===== src/rtl/rtc_pkg.sv =====
package rtc_pkg;
   localparam int SEC_LSB  = 0;
   localparam int MIN_LSB  = 8;
   localparam int HOUR_LSB = 16;
   localparam int DAY_LSB  = 21;
   localparam int SEC_W    = 7;
   localparam int MIN_W    = 7;
   localparam int HOUR_W   = 6;
   localparam int DAY_W    = 3;

   function automatic logic [4:0] bcd6_to_bin(input logic [5:0] v);
      return 5'(v[5:4] * 4'd10 + {1'b0, v[3:0]});
   endfunction

   function automatic logic [5:0] bin_to_bcd6(input logic [4:0] b);
      logic [4:0] tens;
      logic [4:0] units;
      tens  = b / 5'd10;
      units = b - tens * 5'd10;
      return {tens[1:0], units[3:0]};
   endfunction

   // 12-hour entry to 24-hour storage value
   function automatic logic [5:0] hour12_to_24(input logic [5:0] h, input logic pm);
      logic [4:0] b;
      b = bcd6_to_bin(h);
      if (b == 5'd12) b = 5'd0;
      if (pm)         b = b + 5'd12;
      return bin_to_bcd6(b);
   endfunction
endpackage


===== src/rtl/rtc_prescaler.sv =====
module rtc_prescaler #(
   parameter int BITS = 15
) (
   input  logic clk,
   input  logic rst_n,
   output logic tick
);
   generate
      if (BITS < 1 || BITS > 24) begin : g_bad_bits
         $error("rtc_prescaler: BITS out of range");
      end
   endgenerate

   logic [BITS-1:0] cnt_q;

   always_ff @(posedge clk or negedge rst_n) begin
      if (!rst_n) cnt_q <= '0;
      else        cnt_q <= cnt_q + 1'b1;
   end

   assign tick = &cnt_q;

   // a pulse is never longer than one cycle
   assert_tick_single_R2: assert property (@(posedge clk) disable iff (!rst_n)
      tick |=> !tick);
endmodule


===== src/rtl/rtc_bcd_counter.sv =====
module rtc_bcd_counter #(
   parameter int W     = 7,
   parameter int FIRST = 0,
   parameter int LAST  = 'h59
) (
   input  logic         clk,
   input  logic         rst_n,
   input  logic         step,
   input  logic         load,
   input  logic [W-1:0] load_val,
   output logic [W-1:0] val,
   output logic         carry
);
   localparam logic [W-1:0] FIRST_V = FIRST[W-1:0];
   localparam logic [W-1:0] LAST_V  = LAST[W-1:0];

   generate
      if (W < 2 || W > 8 || LAST <= FIRST) begin : g_bad_cfg
         $error("rtc_bcd_counter: bad configuration");
      end
   endgenerate

   logic [W-1:0] val_q;
   logic [W-1:0] inc;
   logic         at_last;

   generate
      if (W > 4) begin : g_bcd
         always_comb begin
            if (val_q[3:0] == 4'd9) inc = {val_q[W-1:4] + 1'b1, 4'd0};
            else                    inc = {val_q[W-1:4], val_q[3:0] + 4'd1};
         end
      end else begin : g_bin
         always_comb inc = val_q + 1'b1;
      end
   endgenerate

   assign at_last = (val_q == LAST_V);
   assign carry   = step & at_last;
   assign val     = val_q;

   always_ff @(posedge clk or negedge rst_n) begin
      if (!rst_n)    val_q <= FIRST_V;
      else if (load) val_q <= load_val;
      else if (step) val_q <= at_last ? FIRST_V : inc;
   end

   // R3 (also R4, R5 through the hour and weekday instances): last value wraps to first
   assert_wrap_R3: assert property (@(posedge clk) disable iff (!rst_n)
      (step && !load && at_last) |=> (val == FIRST_V));
   // a step below the last value always changes the count
   assert_step_moves_R3: assert property (@(posedge clk) disable iff (!rst_n)
      (step && !load && !at_last) |=> (val != $past(val)));
   // without step or load the count holds
   assert_hold_R9: assert property (@(posedge clk) disable iff (!rst_n)
      (!step && !load) |=> $stable(val));
endmodule


===== src/rtl/rtc_update_ctrl.sv =====
module rtc_update_ctrl (
   input  logic clk,
   input  logic rst_n,
   input  logic tick,
   input  logic time_req,
   input  logic cal_req,
   input  logic time_wr_en,
   input  logic cal_wr_en,
   output logic ack,
   output logic time_run,
   output logic cal_run,
   output logic time_load,
   output logic cal_load
);
   logic ack_q;
   logic any_req;

   assign any_req = time_req | cal_req;

   always_ff @(posedge clk or negedge rst_n) begin
      if (!rst_n)       ack_q <= 1'b0;
      else if (!any_req) ack_q <= 1'b0;
      else if (tick)    ack_q <= 1'b1;
   end

   assign ack       = ack_q;
   assign time_run  = tick & ~time_req;
   assign cal_run   = ~cal_req;
   assign time_load = time_wr_en & time_req & ack_q;
   assign cal_load  = cal_wr_en & cal_req & ack_q;

   // acknowledge only rises after a one-second pulse
   assert_ack_on_tick_R8: assert property (@(posedge clk) disable iff (!rst_n)
      $rose(ack) |-> $past(tick));
   // acknowledge drops once both requests are gone
   assert_ack_release_R8: assert property (@(posedge clk) disable iff (!rst_n)
      !any_req |=> !ack);
   // no load is granted before acknowledge
   assert_load_gated_R9: assert property (@(posedge clk) disable iff (!rst_n)
      !ack |-> !(time_load || cal_load));
endmodule


===== src/rtl/bcd_rtc_core.sv =====
module bcd_rtc_core #(
   parameter int PRESCALE_BITS = 15
) (
   input  logic        clk,
   input  logic        rst_n,
   input  logic        upd_time_req,
   input  logic        upd_cal_req,
   input  logic        hr12_mode,
   input  logic        time_wr_en,
   input  logic [6:0]  wr_sec,
   input  logic [6:0]  wr_min,
   input  logic [5:0]  wr_hour,
   input  logic        wr_pm,
   input  logic        cal_wr_en,
   input  logic [2:0]  wr_day,
   output logic [31:0] time_word,
   output logic [31:0] cal_word,
   output logic        upd_ack,
   output logic        sec_tick
);
   import rtc_pkg::*;

   localparam int TICK_PERIOD = 1 << PRESCALE_BITS;

   generate
      if (TICK_PERIOD < 2) begin : g_bad_period
         $error("bcd_rtc_core: prescaler period too short");
      end
   endgenerate

   logic              time_run, cal_run, time_load, cal_load;
   logic              sec_carry, min_carry, hour_carry;
   logic [SEC_W-1:0]  sec_v;
   logic [MIN_W-1:0]  min_v;
   logic [HOUR_W-1:0] hour_v, hour_in;
   logic [DAY_W-1:0]  day_v;

   rtc_prescaler #(.BITS(PRESCALE_BITS)) i_prescaler (
      .clk(clk), .rst_n(rst_n), .tick(sec_tick));

   rtc_update_ctrl i_update_ctrl (
      .clk(clk), .rst_n(rst_n), .tick(sec_tick),
      .time_req(upd_time_req), .cal_req(upd_cal_req),
      .time_wr_en(time_wr_en), .cal_wr_en(cal_wr_en),
      .ack(upd_ack), .time_run(time_run), .cal_run(cal_run),
      .time_load(time_load), .cal_load(cal_load));

   assign hour_in = hr12_mode ? hour12_to_24(wr_hour, wr_pm) : wr_hour;

   rtc_bcd_counter #(.W(SEC_W), .FIRST(0), .LAST('h59)) i_sec (
      .clk(clk), .rst_n(rst_n), .step(time_run), .load(time_load),
      .load_val(wr_sec), .val(sec_v), .carry(sec_carry));

   rtc_bcd_counter #(.W(MIN_W), .FIRST(0), .LAST('h59)) i_min (
      .clk(clk), .rst_n(rst_n), .step(sec_carry), .load(time_load),
      .load_val(wr_min), .val(min_v), .carry(min_carry));

   rtc_bcd_counter #(.W(HOUR_W), .FIRST(0), .LAST('h23)) i_hour (
      .clk(clk), .rst_n(rst_n), .step(min_carry), .load(time_load),
      .load_val(hour_in), .val(hour_v), .carry(hour_carry));

   logic day_step;
   logic day_carry_unused;
   assign day_step = hour_carry & cal_run;

   rtc_bcd_counter #(.W(DAY_W), .FIRST(1), .LAST(7)) i_day (
      .clk(clk), .rst_n(rst_n), .step(day_step), .load(cal_load),
      .load_val(wr_day), .val(day_v), .carry(day_carry_unused));

   always_comb begin
      time_word = '0;
      time_word[SEC_LSB  +: SEC_W]  = sec_v;
      time_word[MIN_LSB  +: MIN_W]  = min_v;
      time_word[HOUR_LSB +: HOUR_W] = hour_v;
      cal_word = '0;
      cal_word[DAY_LSB +: DAY_W] = day_v;
   end

   // time fields hold while the time request is up and nothing is loaded
   assert_time_frozen_R6: assert property (@(posedge clk) disable iff (!rst_n)
      (upd_time_req && !time_load) |=> $stable(time_word));
   // weekday holds while the calendar request is up and nothing is loaded
   assert_day_frozen_R7: assert property (@(posedge clk) disable iff (!rst_n)
      (upd_cal_req && !cal_load) |=> $stable(cal_word));
   // 12 AM loaded in 12-hour mode reads back as hour 00
   assert_midnight_conv_R10: assert property (@(posedge clk) disable iff (!rst_n)
      (time_load && hr12_mode && wr_hour == 6'h12 && !wr_pm) |=> (time_word[21:16] == 6'h00));
   // unused bits stay zero
   assert_reserved_zero_R11: assert property (@(posedge clk) disable iff (!rst_n)
      (time_word[31:22] == '0) && (cal_word[20:0] == '0) && (cal_word[31:24] == '0));
endmodule


===== config.mk =====
export PLATFORM = sky130hd
export DESIGN_NAME = bcd_rtc_core
export DESIGN_NICKNAME = d
export VERILOG_FILES = /design/src/rtl/rtc_pkg.sv /design/src/rtl/rtc_prescaler.sv /design/src/rtl/rtc_bcd_counter.sv /design/src/rtl/rtc_update_ctrl.sv /design/src/rtl/bcd_rtc_core.sv
export SDC_FILE = /design/constraint.sdc
export NUM_CORES = 1
export LEC_CHECK = 0
export BUFFER_PORTS_ARGS = -buffer_cell sky130_fd_sc_hd__clkbuf_2
export CELL_PAD_IN_SITES_DETAIL_PLACEMENT = 0
export CELL_PAD_IN_SITES_GLOBAL_PLACEMENT = 1
export CORE_UTILIZATION = 35
export CTS_CLUSTER_DIAMETER = 120
export DETAILED_ROUTE_END_ITERATION = 6
export MAX_ROUTING_LAYER = met4
export PLACE_DENSITY = 0.77
export SLEW_MARGIN = 15
export SYNTH_ARGS = -nofsm -noshare
export SYNTH_HDL_FRONTEND = slang
export SYNTH_HIERARCHICAL = 1
export SYNTH_SLANG_ARGS = --single-unit

===== constraint.sdc =====
create_clock -name clk -period 3.35 [get_ports clk]
set_input_delay 0.1675 -clock clk [delete_from_list [all_inputs] [get_ports clk]]
set_output_delay 0.1675 -clock clk [all_outputs]
set_load 0.01 [all_outputs]

==> results.md <==
- Outcome: finished, violations left
- Violated checks: negative setup slack
- # setup viols final: 4
- Hold slack: 21.5 ps
- Die Area: 9300 sq um
- Max-Cap Viols: 0
- Worst path required time: 3560 ps
- CORE AREA: 8680 sq um
- Startpoint type of the worst setup path: input port
- Power consumption: 0.00127 W
- Vias in the first global route: 2316
- WS Path Type: in -> reg
- Most common cell on crit path: ha_4
- GPL Wtd Cong: 0.801
- Final HPWL DP: 4940 microns
- Power Density: 321 nW/um^2
- Routed vias: 2531
- Synth Warn #: 6
- Clk_lat worst skew: 300 ps
- Depth of the CTS H-tree: 2
- RSZ-0062 raised after global routing: yes
- Slowest CP cell: fa_2
- Die Y: 96.5 microns
- CTS sink cnt: 39
- Drt drc: 0
- Layout net count: 477
- Worst reg2reg path depth: 14
- Via density: 4.77
- Initial antenna violation count: 0
- CTS Hold Buffers Added: 0
- Max-slew headroom: 0.339
- Crit path time final: 4140 ps
- Grt total ovfl: 0
- Number of I/O pins: 97
- Post-Synthesis Cells: 327
- Clock Skews: 6.17 ps
- Initial core utilization: 0.360
- Largest net degree at the start of global routing: 40
- Clk slew on worst S/H paths: 80 ps
- First-pass GRT wire length: 10200 microns
- Final hold violations: 0
- Critical Path Stages: 24
- CTS buffer count: 5
- Port Buffers: 55
- Worst Path Max Fanout: 4
- Delay-heaviest family, CP: compound AO/OA/AOI/OAI gates
- Final worst setup slack: -791 ps
- Share of cells above drive strength 1: 0.362
- Syn_area_per_cell: 9.55 sq um
- Worst EP arrival: 4350 ps
- WP buf/inv: 4
- Leakage power figure: 2.00 nW
- Hold Crit Class: in -> async
- Diode count: 0
- Layout area overhead: 27.2%
- Dpl ws: -1250 ps
- Crit path cell chain: clkbuf_2 > ha_4 > a21oi_4 > and2_4 > xnor2_4 > a31o_2 > ha_4 > and2b_2 > a2111oi_4 > a211oi_4 > inv_2 > ha_4 > o21ai_4 > ha_4 > a2bb2oi_2 > a21o_1 > ha_2 > inv_2 > fa_2 > xnor2_2 > and3_4 > o41ai_4 > inv_1 > a32oi_1
- Site Rows: 34
- Root Buffer: clkbuf_8
- 1st-iter DRT viols: 54
- Gr usage total: 0.144
- Max incr delay on CP: 340 ps
- Slew @ Worst Pin: 992 ps
- Post-Syn Area: 3120 sq um
- Drt first pass iters: 4
- Worst vdd ir: 0.127 mV
- Die Wd: 96.5 microns
- CTS tree: done
- F_max: 242 MHz
- WL per Instance: 12.2 microns
- Fin. max-slew vios: 0
- Number of routed nets with antenna violations: 0
- Setup crit end kind: register
- Setup total negative slack: -1530 ps
- Wirelength, routed: 6460 microns
- Crit share post-route: 1.24
- Clk buf depth: 2
placed cells by master, fill, tap and decap left out, types with 4 or more instances in the layout:
cell type,instances
clkbuf_8,6
ha_1,15
inv_1,22
conb_1,41
nor2_1,9
or4b_1,4
o21ai_1,4
ha_4,6
buf_4,38
nand3_1,6
mux2i_1,8
clkbuf_2,53
and2_1,6
a31oi_1,4
a32oi_1,4
nor2b_1,6
a2bb2oi_1,4
nand2_1,22
xnor2_1,6
dfrtp_1,38
a21oi_1,10
o21ai_0,15
xor2_1,8
flip-flops by register name (all words and copies together), names as in the netlist:
signal	cells
i_update_ctrl/ack	1
i_day/val	3
i_sec/val	7
i_min/val	7
i_prescaler/cnt_q	15
i_hour/val	6
metal layers:
metal  GRT usage  wire [microns]  vias up  part of all wire
met2       0.258            3300       67              0.51
met4      0.0515              99        0             0.015
met1       0.163            2790     1195              0.43
met5           -               0        -                 0
met3      0.0219             279        7             0.043
li1            -               -     1262                 -
repair_timing:
item | CTS | global route
setup endpoints to repair | 4 | 7
pin swaps | 24 | 14
resized for setup | 19 | 5
gates cloned | 0 | 0
buffers inserted | 5 | 3
path summary, 6_finish.rpt:
| kind | startpoint | end | slack, ps |
|---|---|---|---|
| max in group asynchronous | rst_n | i_hour/val[0] | 2710 |
| setup reg to reg | i_prescaler/cnt_q[1] | i_day/val[1] | 330 |
| hold reg to reg | i_prescaler/cnt_q[14] | i_prescaler/cnt_q[14] | 470 |
| setup / recovery | wr_hour[3] | i_hour/val[3] | -790 |
| min in group clk | wr_day[0] | i_day/val[0] | 60 |
| hold / removal | rst_n | i_sec/val[1] | 20 |
report_power, final:
| part | internal (W) | switching [W] |
|---|---|---|
| logic | 0.000256 | 0.000222 |
| clock network | 0.000145 | 0.000181 |
| registers | 0.000470 | 0 |
area by class of cell:
| cell class | instances | area (sq um) |
|---|---|---|
| fillers | 876 | 4710 |
| multi-input cells | 258 | 2090 |
| flip-flops and latches | 39 | 977 |
| repair buffers | 93 | 589 |
| well taps | 108 | 135 |
| inverters | 25 | 93.8 |
| clock buffers | 5 | 68.8 |
| clock inverters | 3 | 20.0 |
stage by stage:
stage / instances / cell area (sq um) / util
floorplan: 367 / 3380 / -
global placement: 517 / 3710 / 0.427
detailed placement: 517 / 3710 / 0.427
CTS: 528 / 3920 / 0.452
global route: 531 / 3970 / 0.458
finish: 531 / 3970 / 0.458
worst reg2reg max path, delay by kind of cell (launching register included):
kind / cells / cell delay [ps]
fa+ha+maj: 1 / 250
flops: 1 / 400
compound gates: 1 / 80
simple gates: 11 / 1980
mux: 1 / 190
(Power assumes the default switching activity.)
